[config.mk]
export PLATFORM = sky130hd
export DESIGN_NAME = bus_watch_pair
export DESIGN_NICKNAME = d
export VERILOG_FILES = /design/src/rtl/bus_watch_pkg.sv /design/src/rtl/bus_watch_ctrl.sv /design/src/rtl/bus_watch_dp.sv /design/src/rtl/bus_watch_pair.sv
export SDC_FILE = /design/constraint.sdc
export NUM_CORES = 1
export LEC_CHECK = 0
export BUFFER_PORTS_ARGS = -buffer_cell sky130_fd_sc_hd__clkbuf_2
export CAP_MARGIN = 0
export CELL_PAD_IN_SITES_DETAIL_PLACEMENT = 1
export CELL_PAD_IN_SITES_GLOBAL_PLACEMENT = 1
export CORE_AREA = 2 2 180 182
export CTS_CLUSTER_DIAMETER = 80
export DETAILED_ROUTE_END_ITERATION = 12
export DIE_AREA = 0 0 182 184
export GPL_TIMING_DRIVEN = 1
export PLACE_DENSITY_LB_ADDON = 0.05
export SETUP_SLACK_MARGIN = 0.4
export SYNTH_ARGS = -nofsm -noshare
export SYNTH_HDL_FRONTEND = slang
export SYNTH_SLANG_ARGS = --single-unit
[constraint.sdc]
create_clock -name clk -period 3.1 [get_ports clk]
set_input_delay 0.465 -clock clk [delete_from_list [all_inputs] [get_ports clk]]
set_output_delay 0.465 -clock clk [all_outputs]
set_load 0.02 [all_outputs]
[src/rtl/bus_watch_pkg.sv]
package bus_watch_pkg;
  localparam int NUM_WP_DEF = 2;
  localparam int ADDR_W_DEF = 32;
  localparam int DATA_W_DEF = 32;
  localparam int CTL_W      = 8;   // compared control bits
  localparam int ARM_BIT    = 8;   // non-maskable arm bit of control value
  localparam int IDX_W      = 3;   // register index width within a unit

  // control field bit positions
  localparam int CB_DIR  = 0;
  localparam int CB_SIZE = 1;
  localparam int CB_KIND = 3;
  localparam int CB_PRIV = 4;
  localparam int CB_EXT  = 5;
  localparam int CB_LINK = 6;
  localparam int CB_SPAN = 7;

  typedef enum logic [IDX_W-1:0] {
    SEL_ADDR_VAL = 3'd0,
    SEL_ADDR_MSK = 3'd1,
    SEL_DATA_VAL = 3'd2,
    SEL_DATA_MSK = 3'd3,
    SEL_CTL_VAL  = 3'd4,
    SEL_CTL_MSK  = 3'd5
  } regIdx_e;

  typedef struct packed {
    logic addrVal;
    logic addrMsk;
    logic dataVal;
    logic dataMsk;
    logic ctlVal;
    logic ctlMsk;
  } wpStrobe_t;
endpackage

[src/rtl/bus_watch_ctrl.sv]
module bus_watch_ctrl
  import bus_watch_pkg::*;
#(
  parameter int NUM_WP   = NUM_WP_DEF,
  parameter int WP_SEL_W = 1,
  localparam int SEL_W   = WP_SEL_W + IDX_W
) (
  input  logic                   regWe,
  input  logic [SEL_W-1:0]       regSel,
  output wpStrobe_t [NUM_WP-1:0] strobe
);
  // decode unit and register index into per-unit write strobes
  logic [WP_SEL_W-1:0] unitSel;
  regIdx_e             regIdx;

  assign unitSel = regSel[SEL_W-1:IDX_W];
  assign regIdx  = regIdx_e'(regSel[IDX_W-1:0]);

  always_comb begin
    for (int i = 0; i < NUM_WP; i++) begin
      strobe[i] = '0;
      if (regWe && unitSel == WP_SEL_W'(i)) begin
        unique case (regIdx)
          SEL_ADDR_VAL: strobe[i].addrVal = 1'b1;
          SEL_ADDR_MSK: strobe[i].addrMsk = 1'b1;
          SEL_DATA_VAL: strobe[i].dataVal = 1'b1;
          SEL_DATA_MSK: strobe[i].dataMsk = 1'b1;
          SEL_CTL_VAL:  strobe[i].ctlVal  = 1'b1;
          SEL_CTL_MSK:  strobe[i].ctlMsk  = 1'b1;
          default:      strobe[i] = '0;   // codes 6 and 7 write nothing
        endcase
      end
    end
  end
endmodule

[src/rtl/bus_watch_dp.sv]
module bus_watch_dp
  import bus_watch_pkg::*;
#(
  parameter int NUM_WP  = NUM_WP_DEF,
  parameter int ADDR_W  = ADDR_W_DEF,
  parameter int DATA_W  = DATA_W_DEF,
  parameter int WDATA_W = 32
) (
  input  logic                   clk,
  input  logic                   rstN,
  input  wpStrobe_t [NUM_WP-1:0] strobe,
  input  logic [WDATA_W-1:0]     regWdata,
  input  logic [ADDR_W-1:0]      busAddr,
  input  logic [DATA_W-1:0]      busData,
  input  logic                   busWrite,
  input  logic [1:0]             busSize,
  input  logic                   busIsData,
  input  logic                   busPriv,
  input  logic [NUM_WP-1:0]      extCond,
  output logic [NUM_WP-1:0]      hit,
  output logic [NUM_WP-1:0]      armVec,
  output logic [NUM_WP-1:0]      capEn,
  output logic [NUM_WP-1:0]      dataOkVec,
  output logic [NUM_WP-1:0]      linkQ,
  output logic [NUM_WP-1:0]      spanVec
);
  for (genvar g = 0; g < NUM_WP; g++) begin : gUnit
    logic [ADDR_W-1:0]  addrVal, addrMsk;
    logic [DATA_W-1:0]  dataVal, dataMsk;
    logic [ARM_BIT:0]   ctlVal;
    logic [CTL_W-1:0]   ctlMsk;
    logic [CTL_W-1:0]   observed;
    logic               linkIn, spanIn;
    logic               addrOk, dataOk, ctlOk;
    logic               linkReg;

    // register bank of this unit
    always_ff @(posedge clk or negedge rstN) begin
      if (!rstN) begin
        addrVal <= '0;
        addrMsk <= '0;
        dataVal <= '0;
        dataMsk <= '0;
        ctlVal  <= '0;
        ctlMsk  <= '0;
      end else begin
        if (strobe[g].addrVal) addrVal <= regWdata[ADDR_W-1:0];
        if (strobe[g].addrMsk) addrMsk <= regWdata[ADDR_W-1:0];
        if (strobe[g].dataVal) dataVal <= regWdata[DATA_W-1:0];
        if (strobe[g].dataMsk) dataMsk <= regWdata[DATA_W-1:0];
        if (strobe[g].ctlVal)  ctlVal  <= regWdata[ARM_BIT:0];
        if (strobe[g].ctlMsk)  ctlMsk  <= regWdata[CTL_W-1:0];  // no mask for arm bit
      end
    end

    // coupling from the next-higher unit; the last unit sees zeros
    if (g < NUM_WP - 1) begin : gCoupled
      assign linkIn = linkQ[g+1];
      assign spanIn = spanVec[g+1];
    end else begin : gTail
      assign linkIn = 1'b0;
      assign spanIn = 1'b0;
    end

    // observed cycle attributes in control-field layout
    always_comb begin
      observed                   = '0;
      observed[CB_DIR]           = busWrite;
      observed[CB_SIZE+1:CB_SIZE] = busSize;
      observed[CB_KIND]          = busIsData;
      observed[CB_PRIV]          = busPriv;
      observed[CB_EXT]           = extCond[g];
      observed[CB_LINK]          = linkIn;
      observed[CB_SPAN]          = spanIn;
    end

    // masked equality, mask bit 1 = don't care
    assign addrOk = &((busAddr ~^ addrVal) | addrMsk);
    assign dataOk = &((busData ~^ dataVal) | dataMsk);
    assign ctlOk  = &((observed ~^ ctlVal[CTL_W-1:0]) | ctlMsk);

    // link latch, clear beats capture
    always_ff @(posedge clk or negedge rstN) begin
      if (!rstN)               linkReg <= 1'b0;
      else if (strobe[g].ctlVal) linkReg <= 1'b0;
      else if (addrOk && ctlOk)  linkReg <= dataOk;
    end

    // hit gated by arm bit
    assign hit[g]       = ctlVal[ARM_BIT] & addrOk & dataOk & ctlOk;
    assign armVec[g]    = ctlVal[ARM_BIT];
    assign capEn[g]     = addrOk & ctlOk;
    assign dataOkVec[g] = dataOk;
    assign linkQ[g]     = linkReg;
    assign spanVec[g]   = addrOk;
  end
endmodule

[src/rtl/bus_watch_pair.sv]
module bus_watch_pair
  import bus_watch_pkg::*;
#(
  parameter int NUM_WP   = NUM_WP_DEF,
  parameter int ADDR_W   = ADDR_W_DEF,
  parameter int DATA_W   = DATA_W_DEF,
  localparam int WP_SEL_W = (NUM_WP > 1) ? $clog2(NUM_WP) : 1,
  localparam int SEL_W    = WP_SEL_W + IDX_W,
  localparam int WDATA_W  = (ADDR_W > DATA_W) ? ADDR_W : DATA_W
) (
  input  logic               clk,
  input  logic               rstN,
  input  logic               regWe,
  input  logic [SEL_W-1:0]   regSel,
  input  logic [WDATA_W-1:0] regWdata,
  input  logic [ADDR_W-1:0]  busAddr,
  input  logic [DATA_W-1:0]  busData,
  input  logic               busWrite,
  input  logic [1:0]         busSize,
  input  logic               busIsData,
  input  logic               busPriv,
  input  logic [NUM_WP-1:0]  extCond,
  output logic [NUM_WP-1:0]  hit
);
  wpStrobe_t [NUM_WP-1:0] strobe;
  logic [NUM_WP-1:0] armVec, capEn, dataOkVec, linkQ, spanVec;

  bus_watch_ctrl #(.NUM_WP(NUM_WP), .WP_SEL_W(WP_SEL_W)) u_ctrl (
    .regWe  (regWe),
    .regSel (regSel),
    .strobe (strobe)
  );

  bus_watch_dp #(
    .NUM_WP(NUM_WP), .ADDR_W(ADDR_W), .DATA_W(DATA_W), .WDATA_W(WDATA_W)
  ) u_dp (
    .clk       (clk),
    .rstN      (rstN),
    .strobe    (strobe),
    .regWdata  (regWdata),
    .busAddr   (busAddr),
    .busData   (busData),
    .busWrite  (busWrite),
    .busSize   (busSize),
    .busIsData (busIsData),
    .busPriv   (busPriv),
    .extCond   (extCond),
    .hit       (hit),
    .armVec    (armVec),
    .capEn     (capEn),
    .dataOkVec (dataOkVec),
    .linkQ     (linkQ),
    .spanVec   (spanVec)
  );
endmodule

==> results.ini <==
[die]
start_util_pct=40.6
num_io_pins=112
die_h_um=184
core_mm2=0.0314
chipWidth_um=182
dieArea_mm2=0.0335
rows=65

[worst_setup_path]
crit_path_start_kind=flop
crit_fanout=2
crit_buf_inv=1
reg2reg_slack_ns=0.99
r2r_cells=7
end_kind=primary output
critPathRequiredTime_ns=2.63
worst_ep_arrival_time_ns=2.41
critical_path_class=flop to primary output
startpoint=u_dp.gUnit[1].addrVal[19]$_DFFE_PN0P_
crit_path_top_delay_cell=dfrtp_1
reg2reg_from=u_dp.gUnit[1].addrVal[19]$_DFFE_PN0P_
crit_cells=7
r2r-end=u_dp.gUnit[0].linkIn$_DFFE_PN0P_
crit_path_end=hit[0]
crit_family=compound AO/OA/AOI/OAI gates
slowest_delay_ns=0.39
path_cells=xnor2_1 > o22ai_1 > nor4_1 > nand4_1 > xor2_1 > o2111a_2 > clkbuf_8

[sta]
rsz0062_at_grt=yes
period_share_pct=92.7
period_needed_ns=2.87
setup_violations=0
worstMarginPinSlew_ns=0.722
setup_tns_ns=0
setup_ws_ns=0.227
maxSlewViolCount=0
finClkSkew_ns=0.0100
hold_viol_final=0
max_freq_ghz=0.348
slew_headroom_pct=51.7

[logic_synthesis]
synth_top_cell_by_area=dfrtp_1
synthArstFlopShare_pct=100
synthFlopType=dfrtp_1
synth_edf_count=0
netlist_instances=893
syn_area_per_cell_um2=14.3
synth_nets=1003
synth_top_cell_area_share_pct=57.2
synthDistinctLibCells=29
ys_warn_count=0
synth-seq-cells=291
netlist_area_mm2=0.0127
synth.top_cells.by_area=dfrtp_1, mux2_2, xnor2_1
yosysMostFrequentCell=dfrtp_1
yosys-top-cells-count=dfrtp_1, mux2_2, xnor2_1, o22ai_1, nor2_1
ys_seq_area_share_pct=57.2

[clock_network]
clk_latency_ns=0.50
clock-sinks=291
cts_tree=built
cts_buffers=35
htreeDepth=2
clkTransAtPathRegs_ns=0.06
clk_path_buf_depth=3
cts-root-buf=clkbuf_16

[layout]
final_cell_area_mm2=0.0153
post-route-util_pct=48.8
n_antenna_cell=0
area_growth_pct=20.2
drive_gt1_share_pct=49.0
fin_nets=1136

[drt]
wl_per_cell_um=24.1
drt_iter0_drc=286
ant_nets=0
vias=7726
wirelength_um=35000
routed_via_density=5.32
drt-pass1-iter-count=4
drc=0

[pwr]
irDropWorstVdd_v=0.000451
p_leak_nw=6.56
p_per_area_mw_per_mm2=765

[global_route]
overflow=0
grt_pass1_vias=8447
antenna_found_initial=1
grt_pass1_wl_um=54000
grt_start_max_net_pins=84
grt_usage_pct=21.8

[place]
hpwlAfterDp_um=24100
pre_cts_ws_ns=0.340
numPortBuffers=111
gp_congestion=0.813
place_area_mm2=0.0139

[run]
cap_violations=0

[hold_path]
min_path_type=input port to flop

[run_status]
status=complete, no violations

## cell type report
class	count	area [µm²]
fillers	3122	16100
flip-flops and latches	291	7280
multi-input cells	565	5570
clock buffers	50	1030
repair buffers	132	793
well taps	402	503
clock inverters	11	130
inverters	1	3.75
## cell usage in the layout, fill, tap and decap left out, types with 2 or more instances in the layout
master / count
o21ai_0: 3
nand2b_1: 3
buf_4: 16
dfrtp_1: 291
xnor2_1: 125
mux2_1: 3
buf_12: 4
nor3_1: 2
clkinv_2: 8
clkbuf_16: 37
nand4_1: 5
xnor2_2: 16
nor3_2: 2
o22ai_1: 59
o221ai_1: 2
nor2_1: 17
nor2_4: 2
nand2_1: 5
nor2b_1: 3
clkbuf_8: 8
nor4_2: 6
clkbuf_2: 108
bufinv_16: 3
clkbuf_1: 7
nor4_1: 4
o22ai_2: 7
mux2_2: 286
## layer usage
metal  GRT usage, %  part of all wire, %
met5              0                    0
met4           5.32                  2.0
met3           3.37                  4.0
met2           36.3                   48
met1           30.1                   46
## repair_timing
action / CTS / global route
endpoints found under the hold margin: 57 / 0
buffers inserted: 1 / 0
resized for setup: 38 / 3
cloned: 0 / 0
hold buffers: 1 / 0
setup endpoints to repair: 2 / 2
pin swaps: 19 / 0
## report_power, final
group / total [mW] / internal (mW) / switching, mW
Clock: 4.13 / 2.56 / 1.57
Combinational: 2.34 / 1.29 / 1.05
Sequential: 5.23 / 4.69 / 0.547
Total: 11.7 / 8.54 / 3.17
## cell families (layout without fill, tap and decap cells)
group                     after synthesis  in the layout  share of synthesized area, %
buffers and inverters                  37            194                          1.25
xor gates and xnor gates              142            142                          9.76
AOI/OAI and AO/OA                      74             74                          3.70
DFF                                   291            291                          57.2
and+or+nand+nor                        60             60                          2.57
muxes                                 289            289                          25.5
## worst register-to-register path, cell delays in order, from the launching register on
cell,delay (ns)
dfrtp_1,0.39
xnor2_1,0.23
o22ai_1,0.20
nor4_1,0.27
nand4_1,0.18
buf_4,0.19
or4b_1,0.51
o21ai_0,0.08
## stage by stage
| step | power (mW) | hold WS [ns] | std cells |
|---|---|---|---|
| CTS | 11.9 | 0.314 | 1452 |
| finish | 11.7 | 0.328 | 1452 |
| detailed placement | 7.54 | 0.448 | 1389 |
| global placement | 7.47 | 0.446 | 1389 |
| global route | 12.3 | 0.331 | 1452 |
| floorplan | 6.65 | 0.169 | 893 |
## worst min-delay path by stage
| stage | start | to | slack, ns | depth (start not counted) |
|---|---|---|---|---|
| after global routing | regWdata[24] | u_dp.gUnit[0].addrMsk[24]$_DFFE_PN0P_ | 0.33 | 2 |
| after global placement | rstN | u_dp.gUnit[1].dataVal[27]$_DFFE_PN0P_ | 0.45 | 1 |
| after CTS | regWdata[31] | u_dp.gUnit[0].addrMsk[31]$_DFFE_PN0P_ | 0.31 | 2 |
| after floorplan | rstN | u_dp.gUnit[0].addrMsk[0]$_DFFE_PN0P_ | 0.17 | 0 |
| after detailed placement | rstN | u_dp.gUnit[1].dataVal[27]$_DFFE_PN0P_ | 0.45 | 1 |
| final | regWdata[31] | u_dp.gUnit[0].addrMsk[31]$_DFFE_PN0P_ | 0.33 | 2 |
## state kept, by name, summed over array words and instances, names as in the netlist
register,cells
u_dp.gUnit.addrMsk,64
u_dp.gUnit.addrVal,64
u_dp.gUnit.ctlMsk,16
u_dp.gUnit.ctlVal,18
u_dp.gUnit.dataMsk,64
u_dp.gUnit.dataVal,64
u_dp.gUnit.linkIn,1
No activity file was read; power rests on OpenSTA's default activity.
